$ cat config.mk
export PLATFORM = sky130hd
export DESIGN_NAME = rst_sequencer
export DESIGN_NICKNAME = d
export VERILOG_FILES = /design/src/rtl/rst_seq_pkg.sv /design/src/rtl/rst_pin_sync.sv /design/src/rtl/mc_timer.sv /design/src/rtl/rst_qualifier.sv /design/src/rtl/sfr_reset_model.sv /design/src/rtl/rst_sequencer.sv
export SDC_FILE = /design/constraint.sdc
export NUM_CORES = 1
export LEC_CHECK = 0
export ABC_CLOCK_PERIOD_IN_PS = 1300
export BUFFER_PORTS_ARGS = -buffer_cell sky130_fd_sc_hd__buf_2
export CAP_MARGIN = 25
export CORE_MARGIN = 3
export CORE_UTILIZATION = 57
export CTS_BUF_LIST = sky130_fd_sc_hd__clkbuf_8
export DETAILED_ROUTE_END_ITERATION = 10
export PLACE_DENSITY_LB_ADDON = 0.15
export SLEW_MARGIN = 40
export SYNTH_ARGS = -nofsm -noshare
export SYNTH_HDL_FRONTEND = slang
export SYNTH_SLANG_ARGS = --single-unit
$ cat constraint.sdc
create_clock -name clk -period 1.3 [get_ports clk]
set_input_delay 0.065 -clock clk [delete_from_list [all_inputs] [get_ports clk]]
set_output_delay 0.065 -clock clk [all_outputs]
set_load 0.05 [all_outputs]
$ cat src/rtl/rst_seq_pkg.sv
// Package: shared data type and reset constants of the reset sequencer.
// Assumes 8-bit special-function registers.
package rst_seq_pkg;
    localparam int DATA_W = 8;
    typedef logic [DATA_W-1:0] byte_t;
    localparam byte_t PORT_RST_VAL = 8'hFF;
    localparam byte_t SP_RST_VAL   = 8'h07;
    localparam byte_t CLR_VAL      = 8'h00;
endpackage

$ cat src/rtl/rst_pin_sync.sv
// Module: multi-flop synchronizer for the asynchronous reset pin.
// Assumes STAGES >= 2; the output lags the pin by STAGES clocks.
module rst_pin_sync #(
    parameter int STAGES = 2
) (
    input  logic clk,
    input  logic rst_n,
    input  logic pin_async,
    output logic pin_sync
);
    logic [STAGES-1:0] chain_q;

    // Shift the pin level through the flop chain.
    always_ff @(posedge clk) begin
        if (!rst_n) chain_q <= '0;
        else        chain_q <= {chain_q[STAGES-2:0], pin_async};
    end

    assign pin_sync = chain_q[STAGES-1];
endmodule

$ cat src/rtl/mc_timer.sv
// Module: free-running state/phase counter for machine cycles.
// Produces a one-clock strobe in the configured state and phase.
// Assumes states and phases are numbered from 1; the tick after reset is S1P1.
module mc_timer #(
    parameter int STATES       = 6,
    parameter int PHASES       = 2,
    parameter int SAMPLE_STATE = 5,
    parameter int SAMPLE_PHASE = 2
) (
    input  logic clk,
    input  logic rst_n,
    output logic sample_stb
);
    localparam int TICKS       = STATES * PHASES;
    localparam int TW          = $clog2(TICKS);
    localparam int SAMPLE_TICK = (SAMPLE_STATE - 1) * PHASES + (SAMPLE_PHASE - 1);

    logic [TW-1:0] tick_q;

    // Advance the tick and wrap at the end of each machine cycle.
    always_ff @(posedge clk) begin
        if (!rst_n)                         tick_q <= '0;
        else if (tick_q == TW'(TICKS - 1))  tick_q <= '0;
        else                                tick_q <= tick_q + TW'(1);
    end

    // Decode the sampling slot.
    assign sample_stb = (tick_q == TW'(SAMPLE_TICK));
endmodule

$ cat src/rtl/rst_qualifier.sv
// Module: counts consecutive high samples of the synchronized pin.
// Raises the internal reset after QUAL_SAMPLES of them.
// Assumes samples are taken only on sample_stb; any low sample clears the count and ends an active reset.
module rst_qualifier #(
    parameter int QUAL_SAMPLES = 2
) (
    input  logic clk,
    input  logic rst_n,
    input  logic sample_stb,
    input  logic pin_sync,
    output logic core_rst,
    output logic rst_start
);
    localparam int CW = $clog2(QUAL_SAMPLES + 1);

    logic [CW-1:0] hits_q;

    // Update the saturating count, the reset state and the start pulse.
    always_ff @(posedge clk) begin
        if (!rst_n) begin
            hits_q    <= '0;
            core_rst  <= 1'b0;
            rst_start <= 1'b0;
        end else begin
            rst_start <= 1'b0;
            if (sample_stb) begin
                if (pin_sync) begin
                    if (hits_q != CW'(QUAL_SAMPLES)) hits_q <= hits_q + CW'(1);
                    if (!core_rst && hits_q == CW'(QUAL_SAMPLES - 1)) begin
                        core_rst  <= 1'b1;
                        rst_start <= 1'b1;
                    end
                end else begin
                    hits_q   <= '0;
                    core_rst <= 1'b0;
                end
            end
        end
    end
endmodule

$ cat src/rtl/sfr_reset_model.sv
// Module: small special-function register file.
// Holds the reset values while core_rst is high: ports 0xFF, stack pointer 0x07, general SFRs 0x00,
// power-control cleared except KEEP_BIT, serial buffer untouched.
// Assumes writes arrive on a single write port and are dropped during reset.
module sfr_reset_model
    import rst_seq_pkg::*;
#(
    parameter int NUM_PORTS = 4,
    parameter int NUM_GEN   = 4,
    parameter int KEEP_BIT  = 4,
    parameter int AW        = 4
) (
    input  logic          clk,
    input  logic          rst_n,
    input  logic          core_rst,
    input  logic          wr_en,
    input  logic [AW-1:0] wr_addr,
    input  byte_t         wr_data,
    output byte_t         port_q [NUM_PORTS],
    output byte_t         sp_q,
    output byte_t         pcon_q,
    output byte_t         sbuf_q,
    output byte_t         gen_q  [NUM_GEN]
);
    localparam int    ADR_SP    = NUM_PORTS;
    localparam int    ADR_PCON  = NUM_PORTS + 1;
    localparam int    ADR_SBUF  = NUM_PORTS + 2;
    localparam int    ADR_GEN0  = NUM_PORTS + 3;
    localparam byte_t KEEP_MASK = byte_t'(1) << KEEP_BIT;

    logic wr_ok;
    assign wr_ok = wr_en && !core_rst;

    for (genvar i = 0; i < NUM_PORTS; i++) begin : g_port
        // Port latch: forced high during reset, else written.
        always_ff @(posedge clk) begin
            if (!rst_n || core_rst)                   port_q[i] <= PORT_RST_VAL;
            else if (wr_ok && wr_addr == AW'(i))      port_q[i] <= wr_data;
        end
    end

    for (genvar g = 0; g < NUM_GEN; g++) begin : g_gen
        // General SFR: cleared during reset, else written.
        always_ff @(posedge clk) begin
            if (!rst_n || core_rst)                       gen_q[g] <= CLR_VAL;
            else if (wr_ok && wr_addr == AW'(ADR_GEN0 + g)) gen_q[g] <= wr_data;
        end
    end

    // Stack pointer: loaded with its reset value during reset.
    always_ff @(posedge clk) begin
        if (!rst_n || core_rst)                    sp_q <= SP_RST_VAL;
        else if (wr_ok && wr_addr == AW'(ADR_SP))  sp_q <= wr_data;
    end

    // Power-control: cleared at power-on, all but the kept bit cleared during reset.
    always_ff @(posedge clk) begin
        if (!rst_n)                                  pcon_q <= CLR_VAL;
        else if (core_rst)                           pcon_q <= pcon_q & KEEP_MASK;
        else if (wr_ok && wr_addr == AW'(ADR_PCON))  pcon_q <= wr_data;
    end

    // Serial buffer: cleared only at power-on, never by the internal reset.
    always_ff @(posedge clk) begin
        if (!rst_n)                                  sbuf_q <= CLR_VAL;
        else if (wr_ok && wr_addr == AW'(ADR_SBUF))  sbuf_q <= wr_data;
    end
endmodule

$ cat src/rtl/rst_sequencer.sv
// Module: top of the qualified reset sequencer.
// Chains the pin synchronizer, machine-cycle timer and qualifier, applies the reset values
// to the register model, and provides a combinational read mux.
// Assumes rst_n is synchronous to clk; ext_rst_pin may be fully asynchronous.
module rst_sequencer
    import rst_seq_pkg::*;
#(
    parameter int  STATES       = 6,
    parameter int  PHASES       = 2,
    parameter int  SAMPLE_STATE = 5,
    parameter int  SAMPLE_PHASE = 2,
    parameter int  QUAL_SAMPLES = 2,
    parameter int  SYNC_STAGES  = 2,
    parameter int  NUM_PORTS    = 4,
    parameter int  NUM_GEN      = 4,
    parameter int  KEEP_BIT     = 4,
    localparam int NUM_REGS     = NUM_PORTS + 3 + NUM_GEN,
    localparam int AW           = $clog2(NUM_REGS)
) (
    input  logic          clk,
    input  logic          rst_n,
    input  logic          ext_rst_pin,
    input  logic          wr_en,
    input  logic [AW-1:0] wr_addr,
    input  logic [7:0]    wr_data,
    input  logic [AW-1:0] rd_addr,
    output logic [7:0]    rd_data,
    output logic          core_rst,
    output logic          rst_start
);
    localparam int ADR_SP   = NUM_PORTS;
    localparam int ADR_PCON = NUM_PORTS + 1;
    localparam int ADR_SBUF = NUM_PORTS + 2;
    localparam int ADR_GEN0 = NUM_PORTS + 3;

    logic  pin_sync;
    logic  smp_stb;
    byte_t port_q [NUM_PORTS];
    byte_t gen_q  [NUM_GEN];
    byte_t sp_q, pcon_q, sbuf_q;

    rst_pin_sync #(.STAGES(SYNC_STAGES)) i_sync (
        .clk(clk), .rst_n(rst_n), .pin_async(ext_rst_pin), .pin_sync(pin_sync)
    );

    mc_timer #(
        .STATES(STATES), .PHASES(PHASES),
        .SAMPLE_STATE(SAMPLE_STATE), .SAMPLE_PHASE(SAMPLE_PHASE)
    ) i_timer (
        .clk(clk), .rst_n(rst_n), .sample_stb(smp_stb)
    );

    rst_qualifier #(.QUAL_SAMPLES(QUAL_SAMPLES)) i_qual (
        .clk(clk), .rst_n(rst_n), .sample_stb(smp_stb), .pin_sync(pin_sync),
        .core_rst(core_rst), .rst_start(rst_start)
    );

    sfr_reset_model #(
        .NUM_PORTS(NUM_PORTS), .NUM_GEN(NUM_GEN), .KEEP_BIT(KEEP_BIT), .AW(AW)
    ) i_sfr (
        .clk(clk), .rst_n(rst_n), .core_rst(core_rst),
        .wr_en(wr_en), .wr_addr(wr_addr), .wr_data(wr_data),
        .port_q(port_q), .sp_q(sp_q), .pcon_q(pcon_q), .sbuf_q(sbuf_q), .gen_q(gen_q)
    );

    // Select the addressed register; unmapped addresses read zero.
    always_comb begin
        rd_data = CLR_VAL;
        for (int i = 0; i < NUM_PORTS; i++)
            if (rd_addr == AW'(i)) rd_data = port_q[i];
        for (int g = 0; g < NUM_GEN; g++)
            if (rd_addr == AW'(ADR_GEN0 + g)) rd_data = gen_q[g];
        if (rd_addr == AW'(ADR_SP))   rd_data = sp_q;
        if (rd_addr == AW'(ADR_PCON)) rd_data = pcon_q;
        if (rd_addr == AW'(ADR_SBUF)) rd_data = sbuf_q;
    end
endmodule

# After elaboration in Yosys (flattened, before gate mapping)
# Index checks and enable logic that the tools add are counted.
[word_totals]
reg_bits = 98
input_bits = 20
out_inout_bits = 10
wordCells = 87
[op_classes]
addsub = 2
n_eq_ne = 26
mux = 16
bitwise_logic = 2
n_reduce_logical = 24
[op_table]
columns = ["operator", "n"]
rows = [
  ["$mux W8", 11],
  ["$eq A4 B3 Y1 const B", 8],
  ["$eq A4 B4 Y1 const B", 8],
  ["$eq A4 B2 Y1 const B", 4],
  ["$logic_and A1 B1 Y1", 13],
  ["$eq A4 B1 Y1 const B", 2],
  ["$logic_not A4 Y1", 2],
  ["$reduce_and A2 Y1", 3],
  ["$add A4 B1 Y4 const B", 1],
  ["$mux W2", 2],
  ["$ne A2 B1 Y1 const B", 2],
  ["$reduce_or A2 Y1", 2],
  ["$mux W1", 3],
  ["$reduce_and A3 Y1", 1],
  ["$add A2 B1 Y2 const B", 1],
  ["$eq A2 B1 Y1 const B", 1],
  ["$logic_not A1 Y1", 2],
  ["$ne A2 B2 Y1 const B", 1],
  ["$not A1 Y1", 2],
  ["$logic_or A1 B1 Y1", 1],
]

# Longest topological paths before layout
[logic_depth]
word_depth = 12
ltp_mapped = 7
depth_no_buf = 6

# Cells and area by module
# From an unflattened synthesis, not the netlist that was laid out.
[hier_totals]
hier_cells = 516
area_unflattened_um2 = 4763.3
[modules_own_cells]
columns = ["mod", "n_inst", "cells_each", "area_per_inst_um2", "seq_area_each_um2"]
rows = [
  ["sfr_reset_model", 1, 329, 3348.2, 1761.7],
  ["rst_sequencer", 1, 142, 955.9, 0.0],
  ["rst_qualifier", 1, 21, 209.0, 80.1],
  ["mc_timer", 1, 20, 197.7, 80.1],
  ["rst_pin_sync", 1, 4, 52.6, 40.0],
]

# Worst setup path before layout
# OpenSTA, ideal clock, no wires.
[synth_path]
kind = "in2out"
start = "input port rd_addr[2]"
end = "output port rd_data[1]"
arrival_time_ps = 1684
t_required_ps = 1235
slack_ps = -449
cell_stages = 6
n_path_buf = 2
cell_sequence = "buf_6 -> or3b_4 -> buf_6 -> o21ai_1 -> a222oi_1 -> o221ai_1"
[synth_between]
elab_chain_cells = 12
word_cells_on_any_way = 22
classes_between = "10 x eq/ne; 11 x mux; 1 x reduce/logical"
[synth_lines]
columns = ["item", "line", "source"]
rows = [
  ["start: declaration", "rst_sequencer.sv:26", "input logic [AW-1:0] rd_addr,"],
  ["$logic_not A4 Y1", "rst_sequencer.sv:70", "if (rd_addr == AW'(i)) rd_data = port_q[i];"],
  ["$mux W8 (4 in series)", "rst_sequencer.sv:70", ""],
  ["$mux W8 (4 in series)", "rst_sequencer.sv:72", "if (rd_addr == AW'(ADR_GEN0 + g)) rd_data = gen_q[g];"],
  ["$mux W8", "rst_sequencer.sv:73", "if (rd_addr == AW'(ADR_SP)) rd_data = sp_q;"],
  ["$mux W8", "rst_sequencer.sv:74", "if (rd_addr == AW'(ADR_PCON)) rd_data = pcon_q;"],
  ["$mux W8 (*)", "rst_sequencer.sv:75", "if (rd_addr == AW'(ADR_SBUF)) rd_data = sbuf_q;"],
  ["end: declaration", "rst_sequencer.sv:27", "output logic [7:0] rd_data,"],
]
# Every way passes the cells marked *; elsewhere a longest branch is shown, timed or not.

# Final worst setup path
[layout_path]
start = "register i_sfr.port_q[26] (netlist bit)"
end = "output port rd_data[2]"
[layout_between]
elab_chain_cells = 11
[layout_lines]
columns = ["item", "line", "source"]
rows = [
  ["start: declaration", "sfr_reset_model.sv:19", "output byte_t port_q [NUM_PORTS],"],
  ["start signal: indexed assignment", "sfr_reset_model.sv:38", "else if (wr_ok && wr_addr == AW'(i)) port_q[i] <= wr_data;"],
  ["$mux W8 (4 in series)", "rst_sequencer.sv:70", ""],
  ["$mux W8 (4 in series)", "rst_sequencer.sv:72", ""],
  ["$mux W8", "rst_sequencer.sv:73", ""],
  ["$mux W8", "rst_sequencer.sv:74", ""],
  ["$mux W8", "rst_sequencer.sv:75", ""],
]
# Every way passes these cells.

==> results.md <==
Status:
- The flow ran to the end, but the final reports show violations.
- The checks that failed: setup timing.

Timing:
- Once routing completed, OpenROAD measured the worst setup slack at -0.5942 ns.
- The final cycle utilization of the critical path is 145.7%.
- Setup repair after global routing could not meet its margin everywhere.
- The final setup skew is 0.009146 ns.
- The post-route minimum period is 1.894 ns.
- The final number of setup-violating endpoints is 93.
- The final count of hold timing violations is 0.
- The max-slew headroom at the worst pin is 46.89%.
- Adding up every negative setup slack in the final design gives -13.13 ns.
- For this run, the top clock speed supported by timing is 0.5279 GHz.
- The count of final max-slew check failures came to 0.
- The worst-margin pin slew is 0.7931 ns.

Worst setup path:
- The worst-case reg-to-reg path depth is 5.
- The endpoint of the most critical register-to-register path is i_sfr.port_q[5].
- The element type at the critical path start is a register.
- Of all nets on the critical path, the largest fanout is 2.
- The startpoint identified for the worst register-to-register timing path is i_qual.core_rst.
- The capturing element type of the critical path is an output port.
- Following the worst setup path forward leads to its endpoint at rd_data[2].
- The source of the critical timing path is i_sfr.port_q[26].
- The data required time of the worst path is 1.24 ns.
- Data arrives at the worst endpoint at 1.83 ns.
- The worst register-to-register path has a setup slack of -0.25 ns.
- The critical path in this run is classified as register to output port.

Clocking:
- The longest clock path from root to sink contains 2 buffers.
- The clock latency of the later-clocked register in the worst-skew pair is 0.37 ns.
- The number of clock sinks seen by CTS is 98.
- CTS built an H-tree with a depth of 3.
- Clock-pin slew was measured on the worst setup and hold paths at 0.10 ns.
- The total CTS buffers is 9.
- The tree is rooted in a sky130_fd_sc_hd__clkbuf_8.
- TritonCTS built the clock tree.

Synth:
- The xor-xnor portion of the synthesized cell area is 0.1844%.
- The count of flip-flops with a built-in enable after synthesis is 0.
- Synthesis produced a netlist with a net count of 615.
- The leading register cell type out of synthesis is sky130_fd_sc_hd__dfxtp_1.
- The proportion of synthesized area in mux cells is 6.085%.
- Dividing the synthesized area by the synthesized cell count gives 8.036 um^2.
- Summing the areas of all compound-gate instances in the mapped netlist gives 15.96% of the synthesized area.
- The total standard cell area after synthesis is 0.004750 mm^2.
- The area share of fa/ha/maj cells after synthesis is 1.054%.
- The largest family of logic cells by synthesized area is simple AND/OR/NAND/NOR gates.
- The cell count after synthesis came out at 591.
- The fraction of registers with async set/reset is 0%.
- The post-synthesis sequential area ratio is 41.31%.
- The top cell type by total area after synthesis is sky130_fd_sc_hd__dfxtp_1.
- In this run, synthesis produced a sequential element count of 98.
- Synthesis instantiated 51 different standard cells from the library.
- The warning count from the yosys run is 0.
- The share of synthesized area in the top cell type comes to 41.31%.
- Sorting the synthesized cells by area gives the leading types as sky130_fd_sc_hd__dfxtp_1 (41%), sky130_fd_sc_hd__nand3_1 (11%), sky130_fd_sc_hd__nand2_1 (9.2%), sky130_fd_sc_hd__mux2i_1 (4.4%), sky130_fd_sc_hd__a21oi_1 (4.2%).
- The share of synthesized cell area in and, or, nand and nor gates is 28.79%.

Drt:
- The detailed-router iteration count before antenna repair is 6.
- The via count is 5146.
- The residual DRC count is 0.
- The uppermost signal routing layer after detailed routing is met4.
- The post-route antenna net violation count is 0.
- After the first detailed-routing iteration, the DRC count stood at 535.
- The detailed-route wire length is 17610 um.
- The via density per instance is 6.744.
- After detailed routing, the met3 layer carries 1820 um of wire.
- The per-cell routed wire length is 23.07 um.
- Wire segments on met2 add up to 8463 um in the final route.
- The wire length on met1 is 6525 um.

Placed design:
- The number of buffer cells added on primary ports is 29.
- At the end of routability-driven placement, the weighted congestion stood at 0.9205.
- The HPWL after detailed placement is 9812 um.

Floorplanning:
- The floorplan step set the die width to 97.28 um.
- The initial core utilization is 60.22%.
- In this run the core area contains 32 standard-cell rows.
- During I/O placement, the number of pins put on the boundary was 30.
- In this run the standard cell core region covers 0.007888 mm^2.
- The area enclosed by the die boundary is 0.009463 mm^2.
- Measured along the y axis, the die boundary spans 97.28 um.

Worst hold path:
- The class of the worst hold path is primary input to register.

Layout:
- The final antenna diode count is 0.
- In the layout the commonest cells are sky130_fd_sc_hd__dfxtp_1 (81), sky130_fd_sc_hd__nand2_1 (64), sky130_fd_sc_hd__nand3_2 (54).
- In the final design database the tool counted 680 nets.
- In the final layout, the share of cells above drive strength 1 is 50.08%.
- Compared with the post-synthesis result, the final layout area differs by 44.49%.
- Leaving out fill and tap cells, the most frequent cell in the layout is sky130_fd_sc_hd__dfxtp_1.

Pwr:
- The leakage power is 2.474 nW.
- The power density over the cells is 914.5 mW/mm^2.
- The worst voltage drop across the vdd grid is 877.3 uV.
- The design draws 0.006276 W.

Global routing:
- Across every metal layer, demand over resource in global routing totals 30.24%.
- The via count of the first global-routing pass was 4740.
- Entering global routing, the biggest net connects 45 pins.
- The initial antenna violation count is 0.
- The wire length of the first global-routing pass is 23480 um.
- The total congestion overflow is 0.

Job:
- The max-cap check violation count is 0.
## layer usage
layer | track usage [%] | vias to the layer above
li1 | - | 2212
met3 | 6.246 | 82
met5 | 0 | -
met2 | 50.05 | 359
met4 | 12.89 | 0
met1 | 38.24 | 2493
## through the flow
step / cells / hold WS, ns / util, % / area [um^2] / setup slack [ns]
after detailed placement: 734 / 0.2749 / 68.99 / 5441 / -0.3224
after global routing: 763 / 0.09367 / 87.01 / 6863 / -0.6534
final: 763 / 0.08690 / 87.01 / 6863 / -0.5942
after CTS: 757 / 0.05854 / 75.27 / 5937 / -0.5103
after global placement: 734 / 0.2700 / 68.99 / 5441 / -0.2999
after floorplan: 591 / 0.1923 / - / 4888 / -0.1396
## synth_stat cells (6+ instances only)
| cell | count |
|---|---|
| sky130_fd_sc_hd__inv_1 | 6 |
| sky130_fd_sc_hd__nand2_1 | 117 |
| sky130_fd_sc_hd__mux2_2 | 6 |
| sky130_fd_sc_hd__o21ai_1 | 6 |
| sky130_fd_sc_hd__buf_2 | 32 |
| sky130_fd_sc_hd__nor2b_1 | 10 |
| sky130_fd_sc_hd__o22ai_1 | 11 |
| sky130_fd_sc_hd__a21boi_1 | 9 |
| sky130_fd_sc_hd__nor2_1 | 24 |
| sky130_fd_sc_hd__nand2b_1 | 7 |
| sky130_fd_sc_hd__buf_6 | 6 |
| sky130_fd_sc_hd__a21oi_1 | 40 |
| sky130_fd_sc_hd__clkbuf_1 | 9 |
| sky130_fd_sc_hd__dfxtp_1 | 98 |
| sky130_fd_sc_hd__o2bb2ai_1 | 10 |
| sky130_fd_sc_hd__nand3_1 | 102 |
| sky130_fd_sc_hd__mux2i_1 | 21 |
## flip-flops by register name, summed over array words and instances (netlist names)
register	count
i_qual.core_rst	1
i_qual.hits_q	2
i_qual.rst_start	1
i_sfr.gen_q	32
i_sfr.pcon_q	8
i_sfr.port_q	32
i_sfr.sbuf_q	8
i_sfr.sp_q	8
i_sync.chain_q	2
i_timer.tick_q	4
## cell type report
type	count	area (um^2)
timing repair buffer	106	1001
multi-input combinational	435	3547
clock inverter	6	41.29
inverter	6	22.52
fill	376	1025
clock buffer	10	137.6
sequential	98	1986
tap	102	127.6
## worst max-delay path, stage by stage, from the launching register on
cell and delay [ns]:
sky130_fd_sc_hd__dfxtp_1 0.34, sky130_fd_sc_hd__mux2i_1 0.18, sky130_fd_sc_hd__o2bb2ai_1 0.11, sky130_fd_sc_hd__a222oi_1 0.38, sky130_fd_sc_hd__buf_4 0.19, sky130_fd_sc_hd__o221ai_4 0.08, sky130_fd_sc_hd__buf_6 0.17
## cell families (layout without fill, tap and decap cells)
kind of cell               count (synthesis)  count (layout)
DFF                                       98              98
buffers and inverters                     58             128
muxes                                     28              28
and+or+nand+nor                          289             289
AOI/OAI and AO/OA                        113             113
adders and majority gates                  4               4
xor gates and xnor gates                   1               1
## report_power, final
part | switching, W | internal [W] | leakage [nW] | total (W)
combinational | 0.000778 | 0.000510 | 1.59 | 0.00129
clock | 0.00114 | 0.000750 | 0.0901 | 0.00188
sequential | 0.0000474 | 0.00306 | 0.789 | 0.00310
## how the worst min path moves through the flow
stage	start	endpoint	slack, ns	cells past startpoint
finish	wr_data[6]	i_sfr.gen_q[14]	0.09	3
global route	wr_data[6]	i_sfr.gen_q[14]	0.09	3
CTS	wr_data[6]	i_sfr.pcon_q[6]	0.06	3
detailed placement	ext_rst_pin	i_sync.chain_q[0]	0.27	2
global placement	ext_rst_pin	i_sync.chain_q[0]	0.27	2
floorplan	ext_rst_pin	i_sync.chain_q[0]	0.19	1
## repair_timing
action / 4_1_cts / 5_1_grt
setup endpoints to repair: 96 / 95
hold endpoints to repair: 1 / 0
hold buffers: 1 / 0
buffers inserted: 7 / 4
pin swaps: 25 / 86
gates cloned: 1 / 3
resized for setup: 73 / 198
No activity file was read; power rests on OpenSTA's default activity.
